$ cat src/rtl/rrd_pkg.sv
package rrd_pkg;
  localparam logic [9:0] COMMA_NEG = 10'b0011111010;
  localparam logic [9:0] COMMA_POS = 10'b1100000101;

  // 5b/6b codes for negative running disparity, abcdei order
  function automatic logic [5:0] map6(input logic [4:0] x);
    logic [5:0] c;
    case (x)
      5'd0:  c = 6'b100111;  5'd1:  c = 6'b011101;  5'd2:  c = 6'b101101;  5'd3:  c = 6'b110001;
      5'd4:  c = 6'b110101;  5'd5:  c = 6'b101001;  5'd6:  c = 6'b011001;  5'd7:  c = 6'b111000;
      5'd8:  c = 6'b111001;  5'd9:  c = 6'b100101;  5'd10: c = 6'b010101;  5'd11: c = 6'b110100;
      5'd12: c = 6'b001101;  5'd13: c = 6'b101100;  5'd14: c = 6'b011100;  5'd15: c = 6'b010111;
      5'd16: c = 6'b011011;  5'd17: c = 6'b100011;  5'd18: c = 6'b010011;  5'd19: c = 6'b110010;
      5'd20: c = 6'b001011;  5'd21: c = 6'b101010;  5'd22: c = 6'b011010;  5'd23: c = 6'b111010;
      5'd24: c = 6'b110011;  5'd25: c = 6'b100110;  5'd26: c = 6'b010110;  5'd27: c = 6'b110110;
      5'd28: c = 6'b001110;  5'd29: c = 6'b101110;  5'd30: c = 6'b011110;  default: c = 6'b101011;
    endcase
    return c;
  endfunction

  // 3b/4b primary codes for negative disparity, fghj order
  function automatic logic [3:0] map4(input logic [2:0] y);
    logic [3:0] c;
    case (y)
      3'd0: c = 4'b1011; 3'd1: c = 4'b1001; 3'd2: c = 4'b0101; 3'd3: c = 4'b1100;
      3'd4: c = 4'b1101; 3'd5: c = 4'b1010; 3'd6: c = 4'b0110; default: c = 4'b1110;
    endcase
    return c;
  endfunction
endpackage

$ cat src/rtl/rrd_enc.sv
module rrd_enc (
  input  logic [7:0] byte_i,
  input  logic       comma_i,
  input  logic       rd_i,
  output logic [9:0] sym_o,
  output logic       rd_o
);
  import rrd_pkg::*;

  logic [4:0] x_w;
  logic [2:0] y_w;
  logic [5:0] c6_w, s6_w;
  logic [3:0] c4_w, s4_w;
  logic       d6_w, d4_w, rd_mid_w, alt7_w;

  assign x_w = byte_i[4:0];
  assign y_w = byte_i[7:5];

  always_comb begin
    c6_w     = map6(x_w);
    d6_w     = ($countones(c6_w) != 3);
    s6_w     = (rd_i && (d6_w || x_w == 5'd7)) ? ~c6_w : c6_w;
    rd_mid_w = rd_i ^ d6_w;
    // alternate x.7 form avoids a run of five equal bits
    alt7_w   = (y_w == 3'd7) &&
               ((!rd_mid_w && (x_w == 5'd17 || x_w == 5'd18 || x_w == 5'd20)) ||
                ( rd_mid_w && (x_w == 5'd11 || x_w == 5'd13 || x_w == 5'd14)));
    c4_w     = alt7_w ? 4'b0111 : map4(y_w);
    d4_w     = ($countones(c4_w) != 2);
    s4_w     = (rd_mid_w && (d4_w || y_w == 3'd3)) ? ~c4_w : c4_w;
    if (comma_i) begin
      sym_o = rd_i ? COMMA_POS : COMMA_NEG;
      rd_o  = ~rd_i;
    end else begin
      sym_o = {s6_w, s4_w};
      rd_o  = rd_mid_w ^ d4_w;
    end
  end
endmodule

$ cat src/rtl/rrd_fifo.sv
module rrd_fifo #(
  parameter int W     = 44,
  parameter int DEPTH = 4,
  localparam int AW    = (DEPTH > 1) ? $clog2(DEPTH) : 1,
  localparam int CNT_W = $clog2(DEPTH + 1)
) (
  input  logic             clk_i,
  input  logic             rst_ni,
  input  logic             push_i,
  input  logic [W-1:0]     din_i,
  input  logic             pop_i,
  output logic [W-1:0]     dout_o,
  output logic             empty_o,
  output logic             full_o,
  output logic [CNT_W-1:0] cnt_o
);
  logic [W-1:0]     mem_q [DEPTH];
  logic [AW-1:0]    wp_q, rp_q;
  logic [CNT_W-1:0] cnt_q;

  function automatic logic [AW-1:0] inc(input logic [AW-1:0] p);
    return (p == AW'(DEPTH - 1)) ? '0 : p + 1'b1;
  endfunction

  always_ff @(posedge clk_i) begin
    if (push_i) mem_q[wp_q] <= din_i;
  end

  always_ff @(posedge clk_i or negedge rst_ni) begin
    if (!rst_ni) begin
      wp_q  <= '0;
      rp_q  <= '0;
      cnt_q <= '0;
    end else begin
      if (push_i) wp_q <= inc(wp_q);
      if (pop_i)  rp_q <= inc(rp_q);
      cnt_q <= cnt_q + CNT_W'(push_i) - CNT_W'(pop_i);
    end
  end

  assign dout_o  = mem_q[rp_q];
  assign empty_o = (cnt_q == '0);
  assign full_o  = (cnt_q == CNT_W'(DEPTH));
  assign cnt_o   = cnt_q;
endmodule

$ cat src/rtl/rrd_dispatch.sv
module rrd_dispatch #(
  parameter int LANES = 8,
  localparam int PTR_W = (LANES > 1) ? $clog2(LANES) : 1
) (
  input  logic             clk_i,
  input  logic             rst_ni,
  input  logic             valid_i,
  input  logic [LANES-1:0] full_i,
  output logic             ready_o,
  output logic [LANES-1:0] push_o,
  output logic [PTR_W-1:0] ptr_o
);
  logic [PTR_W-1:0] ptr_q;
  logic             take_w;

  assign ready_o = ~full_i[ptr_q];
  assign take_w  = valid_i && ready_o;
  assign push_o  = take_w ? (LANES'(1) << ptr_q) : '0;
  assign ptr_o   = ptr_q;

  always_ff @(posedge clk_i or negedge rst_ni) begin
    if (!rst_ni)     ptr_q <= '0;
    else if (take_w) ptr_q <= (ptr_q == PTR_W'(LANES - 1)) ? '0 : ptr_q + 1'b1;
  end
endmodule

$ cat src/rtl/rrd_lane_tx.sv
module rrd_lane_tx #(
  parameter int WORD_W = 44,
  localparam int BYTES = (WORD_W + 7) / 8,
  localparam int PAD_W = BYTES * 8,
  localparam int BI_W  = (BYTES > 1) ? $clog2(BYTES) : 1
) (
  input  logic              clk_i,
  input  logic              rst_ni,
  input  logic              tick_i,
  input  logic              empty_i,
  input  logic [WORD_W-1:0] word_i,
  output logic              pop_o,
  output logic              ser_o
);
  logic [9:0]      sh_q, sym_w;
  logic [3:0]      bcnt_q;
  logic [BI_W-1:0] bidx_q;
  logic            rd_q, rd_w, is_comma_w, load_w, last_w;
  logic [PAD_W-1:0] pad_w, shifted_w;
  logic [7:0]      byte_w;

  assign pad_w      = PAD_W'(word_i);
  assign shifted_w  = pad_w << (bidx_q * 8);
  assign byte_w     = shifted_w[PAD_W-1 -: 8];
  assign is_comma_w = empty_i && (bidx_q == '0);
  assign load_w     = tick_i && (bcnt_q == 4'd9);
  assign last_w     = (bidx_q == BI_W'(BYTES - 1));
  assign pop_o      = load_w && !is_comma_w && last_w;
  assign ser_o      = sh_q[9];

  rrd_enc u_enc (
    .byte_i (byte_w),
    .comma_i(is_comma_w),
    .rd_i   (rd_q),
    .sym_o  (sym_w),
    .rd_o   (rd_w)
  );

  always_ff @(posedge clk_i or negedge rst_ni) begin
    if (!rst_ni) begin
      sh_q   <= '0;
      bcnt_q <= 4'd9;
      rd_q   <= 1'b0;
      bidx_q <= '0;
    end else if (tick_i) begin
      if (bcnt_q == 4'd9) begin
        sh_q   <= sym_w;
        bcnt_q <= '0;
        rd_q   <= rd_w;
        if (!is_comma_w) bidx_q <= last_w ? '0 : bidx_q + 1'b1;
      end else begin
        sh_q   <= {sh_q[8:0], 1'b0};
        bcnt_q <= bcnt_q + 1'b1;
      end
    end
  end
endmodule

$ cat src/rtl/rr_lane_distributor.sv
module rr_lane_distributor #(
  parameter int WORD_W = 44,
  parameter int LANES  = 8,
  parameter int DEPTH  = 4,
  localparam int CNT_W = $clog2(DEPTH + 1),
  localparam int PTR_W = (LANES > 1) ? $clog2(LANES) : 1
) (
  input  logic              clk_i,
  input  logic              rst_ni,
  input  logic [1:0]        rate_i,
  input  logic [WORD_W-1:0] word_i,
  input  logic              valid_i,
  output logic              ready_o,
  output logic              almost_full_o,
  output logic [LANES-1:0]  ser_data_o,
  output logic              ser_clk_o
);
  logic [2:0]                  div_q, mask_w;
  logic                        tick;
  logic [LANES-1:0]            push, full, empty, pop;
  logic [LANES-1:0][CNT_W-1:0] lane_cnt;
  logic [PTR_W-1:0]            wr_lane;

  // shared bit-period divider keeps all lanes symbol aligned
  assign mask_w = 3'((4'd1 << rate_i) - 4'd1);
  assign tick   = ((div_q & mask_w) == mask_w);

  always_ff @(posedge clk_i or negedge rst_ni) begin
    if (!rst_ni) div_q <= '0;
    else         div_q <= div_q + 1'b1;
  end

  always_comb begin
    case (rate_i)
      2'd0:    ser_clk_o = 1'b0;
      2'd1:    ser_clk_o = div_q[0];
      2'd2:    ser_clk_o = div_q[1];
      default: ser_clk_o = div_q[2];
    endcase
  end

  rrd_dispatch #(.LANES(LANES)) u_disp (
    .clk_i  (clk_i),
    .rst_ni (rst_ni),
    .valid_i(valid_i),
    .full_i (full),
    .ready_o(ready_o),
    .push_o (push),
    .ptr_o  (wr_lane)
  );

  for (genvar g = 0; g < LANES; g++) begin : g_lane
    logic [WORD_W-1:0] head;

    rrd_fifo #(.W(WORD_W), .DEPTH(DEPTH)) u_fifo (
      .clk_i  (clk_i),
      .rst_ni (rst_ni),
      .push_i (push[g]),
      .din_i  (word_i),
      .pop_i  (pop[g]),
      .dout_o (head),
      .empty_o(empty[g]),
      .full_o (full[g]),
      .cnt_o  (lane_cnt[g])
    );

    rrd_lane_tx #(.WORD_W(WORD_W)) u_tx (
      .clk_i  (clk_i),
      .rst_ni (rst_ni),
      .tick_i (tick),
      .empty_i(empty[g]),
      .word_i (head),
      .pop_o  (pop[g]),
      .ser_o  (ser_data_o[g])
    );
  end

  always_comb begin
    almost_full_o = 1'b0;
    for (int i = 0; i < LANES; i++)
      if (lane_cnt[i] >= CNT_W'(DEPTH - 1)) almost_full_o = 1'b1;
  end
endmodule

$ cat config.mk
export PLATFORM = sky130hd
export DESIGN_NAME = rr_lane_distributor
export DESIGN_NICKNAME = d
export VERILOG_FILES = /design/src/rtl/rrd_pkg.sv /design/src/rtl/rrd_enc.sv /design/src/rtl/rrd_fifo.sv /design/src/rtl/rrd_dispatch.sv /design/src/rtl/rrd_lane_tx.sv /design/src/rtl/rr_lane_distributor.sv
export SDC_FILE = /design/constraint.sdc
export NUM_CORES = 2
export LEC_CHECK = 0
export ABC_AREA = 1
export BUFFER_PORTS_ARGS = -buffer_cell sky130_fd_sc_hd__buf_4
export CORE_MARGIN = 3
export CORE_UTILIZATION = 42
export CTS_CLUSTER_SIZE = 12
export DETAILED_ROUTE_END_ITERATION = 6
export PLACE_DENSITY_LB_ADDON = 0.15
export SETUP_SLACK_MARGIN = 0.3
export SYNTH_ARGS = -nofsm -noshare
export SYNTH_HDL_FRONTEND = slang
export SYNTH_HIERARCHICAL = 1
export SYNTH_SLANG_ARGS = --single-unit
$ cat constraint.sdc
create_clock -name clk_i -period 11.4 [get_ports clk_i]
set_input_delay 0.57 -clock clk_i [delete_from_list [all_inputs] [get_ports clk_i]]
set_output_delay 0.57 -clock clk_i [all_outputs]
set_load 0.02 [all_outputs]
# Word level (Yosys, flattened, before mapping)
# Memories as Yosys holds them, arrays and structs flattened.
# Cells that the tools add are included.
# word_totals
reg_bits	206
mem_bits_rw	1408
memories	16
in_bits	49
elab_cells	741
romBits	1536
# op_classes
n_eq_ne	172
muxes	125
reduce_logical	186
bitwise_logic	50
shift	10
n_lt_le_gt_ge	9
addsub	115
# memory_table
memory	words	width	read_ports	rd_clocked_by_memory_dff	wr	line_no	text
(name not given)	32	6	1	0	0	rrd_pkg.sv:8	case (x)
(name not given)	32	6	1	0	0	rrd_pkg.sv:8	
(name not given)	32	6	1	0	0	rrd_pkg.sv:8	
(name not given)	32	6	1	0	0	rrd_pkg.sv:8	
(name not given)	32	6	1	0	0	rrd_pkg.sv:8	
(name not given)	32	6	1	0	0	rrd_pkg.sv:8	
10 more memories	--	--	--	--	--	--	
# ops
operator	n
32-bit by 2-bit adder with 32-bit output	16
44-bit by 6-bit left shift with 48-bit output	8
32-bit by 3-bit != test with 1-bit output (second input constant)	8
10-bit two-way mux	24
4-bit case mux with 7 select lines	8
3-bit == test (second input constant)	49
5-bit by 4-bit == test with 1-bit output (second input constant)	24
5-bit == test (second input constant)	24
4-bit two-way mux	24
1-bit by 1-bit adder with 2-bit output	40
1-bit logical AND	73
3-bit logical NOT	24
1-bit logical OR	56
3-bit by 2-bit == test with 1-bit output (second input constant)	16
6-bit two-way mux	8
6-bit inverter	8
5-bit by 3-bit == test with 1-bit output (second input constant)	8
2-bit == test (second input constant)	17
1-bit two-way mux	33
2-bit by 1-bit adder with 2-bit output (second input constant)	16
4-bit by 1-bit adder with 4-bit output (second input constant)	8
4-bit == test (second input constant)	8
2-bit two-way mux	16
4-bit inverter	8
other kinds (24)	143

# Logic depth before layout (Yosys ltp)
# An unclocked memory read counts as a cell.
# depth
ltp_word	21
ltp_mapped	52

# Cells and area by module
# The synthesis kept the hierarchy.
# by_module_without_submodules
module	area_each_um2	cells_each	n_inst	seq_area_each_um2
rrd_fifo (g_lane[0].u_fifo ...)	7803.7	739	5	5460.2
rrd_fifo (g_lane[5].u_fifo ...)	7806.2	739	3	5460.2
rrd_lane_tx	1453.9	237	8	452.9
rrd_enc (g_lane[1].u_tx.u_enc ...)	944.7	168	7	0.0
rrd_enc (g_lane[0].u_tx.u_enc)	938.4	167	1	0.0
rrd_dispatch	415.4	67	1	75.1
rr_lane_distributor	232.7	38	1	75.1

# Least setup slack after synthesis
# OpenSTA, ideal clock, no wires.
# synth_path
path_type	reg2reg
from	register g_lane[0].u_fifo.rp_q[0]
to	register g_lane[0].u_tx.sh_q[2]
stages_incl_launch_ff	44
setup_slack_ns	4.819
path_buffers	3
t_arrival_ns	6.463
required_time_ns	11.282
cell_sequence	dfrtp_1 > buf_4 > buf_6 > buf_4 > nand2_1 > nand3_1 > nand2_1 > nand2_1 > nand2_1 > nand2_1 > nand2_1 > nand2_1 > nand2_1 > inv_1 > ha_1 > or2_1 > o21ai_0 > a21oi_1 > [... 8 more ...] > fa_1 > nor2_2 > nand2_1 > nand2_1 > nand2_1 > nand3_2 > nand2_2 > fa_1 > ha_1 > ha_1 > nor3b_1 > nand2_1 > nand2_2 > xor2_1 > o21ai_0 > nand3b_1 > nand3_1 > nand2_1
# synth_between
elab_chain_cells	21
word_cells_on_any_way	45
cone_classes	8 x add/sub; 15 x eq/ne; 1 x shift; 5 x mux; 2 x bitwise; 12 x reduce/logical; 2 x memory
# synth_lines
item	line_no	text
start: declaration	rrd_fifo.sv:18	logic [AW-1:0] wp_q, rp_q;
start signal: assignment	rrd_fifo.sv:36	if (pop_i) rp_q <= inc(rp_q);
memory 4 x 44 bit (*)	--	
net g_lane[0].head[40]	rr_lane_distributor.sv:53	logic [WORD_W-1:0] head;
44-bit by 6-bit left shift with 48-bit output (*)	rrd_lane_tx.sv:23	assign shifted_w = pad_w << (bidx_q * 8);
net g_lane[0].u_tx.shifted_w[40]	rrd_lane_tx.sv:19	logic [PAD_W-1:0] pad_w, shifted_w;
memory 32 x 6 bit	--	
1-bit by 1-bit adder with 2-bit output (implied by the code)	rrd_enc.sv:21	d6_w = ($countones(c6_w) != 3);
32-bit by 2-bit adder with 32-bit output (implied by the code) (2 in a row)	rrd_enc.sv:21	
32-bit by 3-bit != test with 1-bit output	rrd_enc.sv:21	
[... 7 more ...]	--	
2-bit by 2-bit adder with 3-bit output (implied by the code)	rrd_enc.sv:29	d4_w = ($countones(c4_w) != 2);
3-bit by 2-bit != test with 1-bit output	rrd_enc.sv:29	
1-bit logical OR	rrd_enc.sv:30	s4_w = (rd_mid_w && (d4_w || y_w == 3'd3)) ? ~c4_w : c4_w;
1-bit logical AND	rrd_enc.sv:30	
4-bit two-way mux (*)	rrd_enc.sv:30	
10-bit two-way mux (*)	rrd_enc.sv:31	if (comma_i) begin
net g_lane[0].u_tx.sym_w[2]	rrd_lane_tx.sv:15	logic [9:0] sh_q, sym_w;
10-bit two-way mux (*)	rrd_lane_tx.sv:46	if (bcnt_q == 4'd9) begin
end signal: assignment	rrd_lane_tx.sv:47	sh_q <= sym_w;
end signal: assignment	rrd_lane_tx.sv:52	sh_q <= {sh_q[8:0], 1'b0};
end: declaration	rrd_lane_tx.sv:15	
# The timed path passes the listed nets; every way through them passes the cells marked *.
# A chain may end at the register's enable or synchronous reset.

# Worst setup path in the final report
# layout_path
from	register g_lane[4].u_fifo.rp_q[0]
to	register g_lane[4].u_tx.sh_q[3]
# layout_between
elab_chain_cells	21
word_cells_on_any_way	45
cone_classes	8 x add/sub; 15 x eq/ne; 1 x shift; 5 x mux; 2 x bitwise; 12 x reduce/logical; 2 x memory
# layout_lines
item	line_no
start: declaration	rrd_fifo.sv:18
start signal: assignment	rrd_fifo.sv:36
memory 4 x 44 bit (*)	--
net g_lane[4].head[26]	rr_lane_distributor.sv:53
44-bit by 6-bit left shift with 48-bit output (*)	rrd_lane_tx.sv:23
net g_lane[4].u_tx.shifted_w[42]	rrd_lane_tx.sv:19
memory 32 x 6 bit	--
1-bit by 1-bit adder with 2-bit output (implied by the code)	rrd_enc.sv:21
32-bit by 2-bit adder with 32-bit output (implied by the code) (2 in a row)	rrd_enc.sv:21
32-bit by 3-bit != test with 1-bit output	rrd_enc.sv:21
[... 7 more ...]	--
2-bit by 2-bit adder with 3-bit output (implied by the code)	rrd_enc.sv:29
3-bit by 2-bit != test with 1-bit output	rrd_enc.sv:29
1-bit logical OR	rrd_enc.sv:30
1-bit logical AND	rrd_enc.sv:30
4-bit two-way mux (*)	rrd_enc.sv:30
10-bit two-way mux (*)	rrd_enc.sv:31
net g_lane[4].u_tx.sym_w[3]	rrd_lane_tx.sv:15
10-bit two-way mux (*)	rrd_lane_tx.sv:46
end signal: assignment	rrd_lane_tx.sv:47
end signal: assignment	rrd_lane_tx.sv:52
end: declaration	rrd_lane_tx.sv:15
# Marked as above.

==> impl_metrics.json <==
{
  "grt_pass1_wl_mm": 327,
  "setup_slack_ns": 3.45,
  "gp_congestion": 0.824,
  "syn_nets": 9496,
  "cts_max_level": 4,
  "grt-busiest-layer": "met2",
  "tritoncts": "yes",
  "final_nets": 9494,
  "syn_area_mm2": 0.0823,
  "areaGrowthSynthToFinish_pct": 10.2,
  "rsz0062_at_grt": "false",
  "async_reset_ff_share_pct": 12.8,
  "worst_skew_pair.late_latency_ns": 0.83,
  "hold_end": "g_lane[1].u_fifo/mem_q[2][42]$_DFFE_PP_",
  "met3_usage_pct": 2.79,
  "first_pass_iters": 5,
  "maxCapViolations": 0,
  "whs_path_depth": 1,
  "cp.buffers_inverters": 8,
  "first_iter_violations": 5276,
  "crit_type": "reg2reg",
  "synth_most_common_cell": "nand2_1",
  "cellPowerDensity_mw_per_mm2": 260,
  "ys_top_cells_by_area": "edfxtp_1 (51%), nand2_1 (16%), inv_1 (8.3%)",
  "post-route-period-util_pct": 69.8,
  "skew_ns": 0.0354,
  "r2r_cells": 45,
  "holdCritPathClass": "in2reg",
  "r2r-start": "g_lane[4].u_fifo/rp_q[0]$_DFFE_PN0P_",
  "antenna_found_initial": 31,
  "ant_nets": 0,
  "drc": 0,
  "initial_utilization_pct": 42.5,
  "coreArea_mm2": 0.194,
  "grt_pass1_vias": 55200,
  "dieWidth_um": 449,
  "worst_path_dominant_cell_family": "simple AND/OR/NAND/NOR gates",
  "cts_setup_buffers": 0,
  "post-dp-hpwl_mm": 119,
  "yosys_most_used_dff": "edfxtp_1",
  "crit_fanout": 68,
  "slew_viol_final": 0,
  "crit_arrival_ns": 8.66,
  "pre_cts_ws_ns": 3.43,
  "synth.distinct_cells": 41,
  "netlist_top_cells_count": "nand2_1 (3,419), inv_1 (1,822), edfxtp_1 (1,408)",
  "yosys.area.top_type": "edfxtp_1",
  "dpl_cell_area_mm2": 0.0847,
  "grt_max_degree": 130,
  "startpoint": "g_lane[4].u_fifo/rp_q[0]$_DFFE_PN0P_",
  "grt_use_total_pct": 20.8,
  "netlist_instances": 9256,
  "grt_overflow": 0,
  "drt-wirelength-per-cell_um": 17.6,
  "yosysWarnings": 6,
  "synth.top_cell.area_share_pct": 51.4,
  "tightestPinTransition_ns": 1.03,
  "min_from": "word_i[42]",
  "avgSynthCellArea_um2": 8.89,
  "die_y_um": 449,
  "crit_slowest_cell": "buf_4",
  "grtUsageMet1_pct": 28.5,
  "root_buffer": "clkbuf_16",
  "dieArea_mm2": 0.201,
  "cpMostUsedCell": "nand2_1",
  "finalCriticalPeriod_ns": 7.96,
  "row_count": 161,
  "end_kind": "flop",
  "numClockSinks": 1614,
  "fmax_mhz": 126,
  "r2r-end": "g_lane[4].u_tx/sh_q[3]$_DFFE_PN0P_",
  "slew_headroom_pct": 31.2,
  "crit_required_ns": 12.11,
  "worst_ir_drop_vdd_mv": 0.292,
  "status": "finished clean",
  "cp-start-kind": "flop",
  "vias": 57900,
  "grt_util_met2_pct": 35.1,
  "cts_resized": 0,
  "tns_ns": 0,
  "wirelength_mm": 212,
  "io_buffers": 59,
  "finalHoldViolCount": 0,
  "rrSetupSlack_ns": 3.45,
  "clk_pin_slew_ns": 0.06,
  "p_leak_nw": 42.7,
  "ys_seq_area_share_pct": 57.7,
  "io_pins": 60,
  "design_area_mm2": 0.0907,
  "ys_ff_latch": 1614,
  "cts.path.max_buffers": 3,
  "finalSetupViolations": 0,
  "synth_edf_count": 1408,
  "cts_buffers": 183,
  "cpPeakStageDelay_ns": 0.74,
  "final_layout_size_suffix_gt1_share_pct": 7.64,
  "viasPerCell": 4.82
}
==> metrics by stage <==
| step | hold slack (ns) | power (mW) | instances | utilization (%) |
|---|---|---|---|---|
| 2_1_floorplan | 0.274 | 15.7 | 9256 | - |
| 3_3_place_gp | 0.462 | 17.6 | 11700 | 43.7 |
| 3_5_place_dp | 0.465 | 17.9 | 11700 | 43.7 |
| 4_1_cts | 0.218 | 23.8 | 12000 | 46.8 |
| 5_1_grt | 0.241 | 25.6 | 12000 | 46.8 |
| 6_report | 0.280 | 23.5 | 12000 | 46.9 |
==> repair_timing <==
action / 4_1_cts / 5_1_grt
hold buffers: 2 / 0
hold endpoints to repair: 70 / 0
endpoints found under the setup margin: 0 / 0
==> worst reg2reg max path, delay by kind of cell, from the launching register on <==
family          cells  cell delay (ns)
simple gates       29             3.22
fa+ha+maj           7             2.59
buf+inv             8             1.25
flops               1             0.68
compound gates      1             0.08
==> cells by family after synthesis <==
group | share of synthesized area (%)
compound gates | 1.60
xor+xnor | 0.596
fa+ha+maj | 3.27
buf+inv | 11.2
flops | 57.7
simple gates | 25.6
==> worst max-delay path by stage <==
stage / slack, ns / cells past startpoint / endpoint
6_report: 3.45 / 45 / g_lane[4].u_tx/sh_q[3]$_DFFE_PN0P_
5_1_grt: 2.58 / 44 / g_lane[6].u_tx/sh_q[2]$_DFFE_PN0P_
4_1_cts: 3.43 / 45 / g_lane[6].u_tx/sh_q[3]$_DFFE_PN0P_
3_5_place_dp: 3.43 / 45 / g_lane[4].u_tx/sh_q[3]$_DFFE_PN0P_
3_3_place_gp: 3.54 / 44 / g_lane[6].u_tx/sh_q[2]$_DFFE_PN0P_
2_1_floorplan: 4.82 / 43 / g_lane[0].u_tx/sh_q[2]$_DFFE_PN0P_
==> report_power, final <==
part           switching [mW]  internal (mW)  leakage, nW
clock                    2.46           3.36         2.89
combinational            6.62           3.76         24.7
sequential              0.347           6.98         15.2
total                    9.44           14.1         42.7
==> routing by layer <==
metal	up-vias	share of wire [%]
met5	-	0
met4	0	1.8
met3	223	5.5
met2	1382	48
met1	27500	45
li1	28800	-
==> layout by cell type, fill, tap and decap left out, types with 40 or more instances in the layout <==
cell type	synthesis	routed
nand3_1	1062	1062
o21ai_0	84	84
buf_4	46	128
nor2_2	40	40
ha_1	151	151
xor2_1	49	49
fa_1	40	40
o21ai_1	89	89
inv_2	104	136
nor2_1	156	156
nand3b_1	83	83
inv_1	1822	1790
clkbuf_1	8	53
dfrtp_1	190	182
clkbuf_16	0	183
nand2_1	3419	3419
edfxtp_1	1408	1408
==> cell type report <==
type / instances / area, um^2
fillers: 18400 / 103000
clock inverters: 83 / 886
repair buffers: 133 / 1040
diodes: 8 / 20.0
flip-flops and latches: 1614 / 47500
inverters: 1941 / 7320
multi-input cells: 5381 / 25600
clock buffers: 260 / 5110
well taps: 2608 / 3260
==> flip-flops by register name, summed over array words and instances, names as in the netlist <==
register             flops
g_lane.u_tx/bcnt_q      32
g_lane.u_tx/bidx_q      24
g_lane.u_fifo/cnt_o     24
g_lane.u_tx/sh_q        80
u_disp/ptr_o             3
g_lane.u_fifo/mem_q   1408
g_lane.u_fifo/rp_q      16
g_lane.u_tx/rd_q         8
g_lane.u_fifo/wp_q      16
div_q                    3
Power figures use the tool's default switching activity.
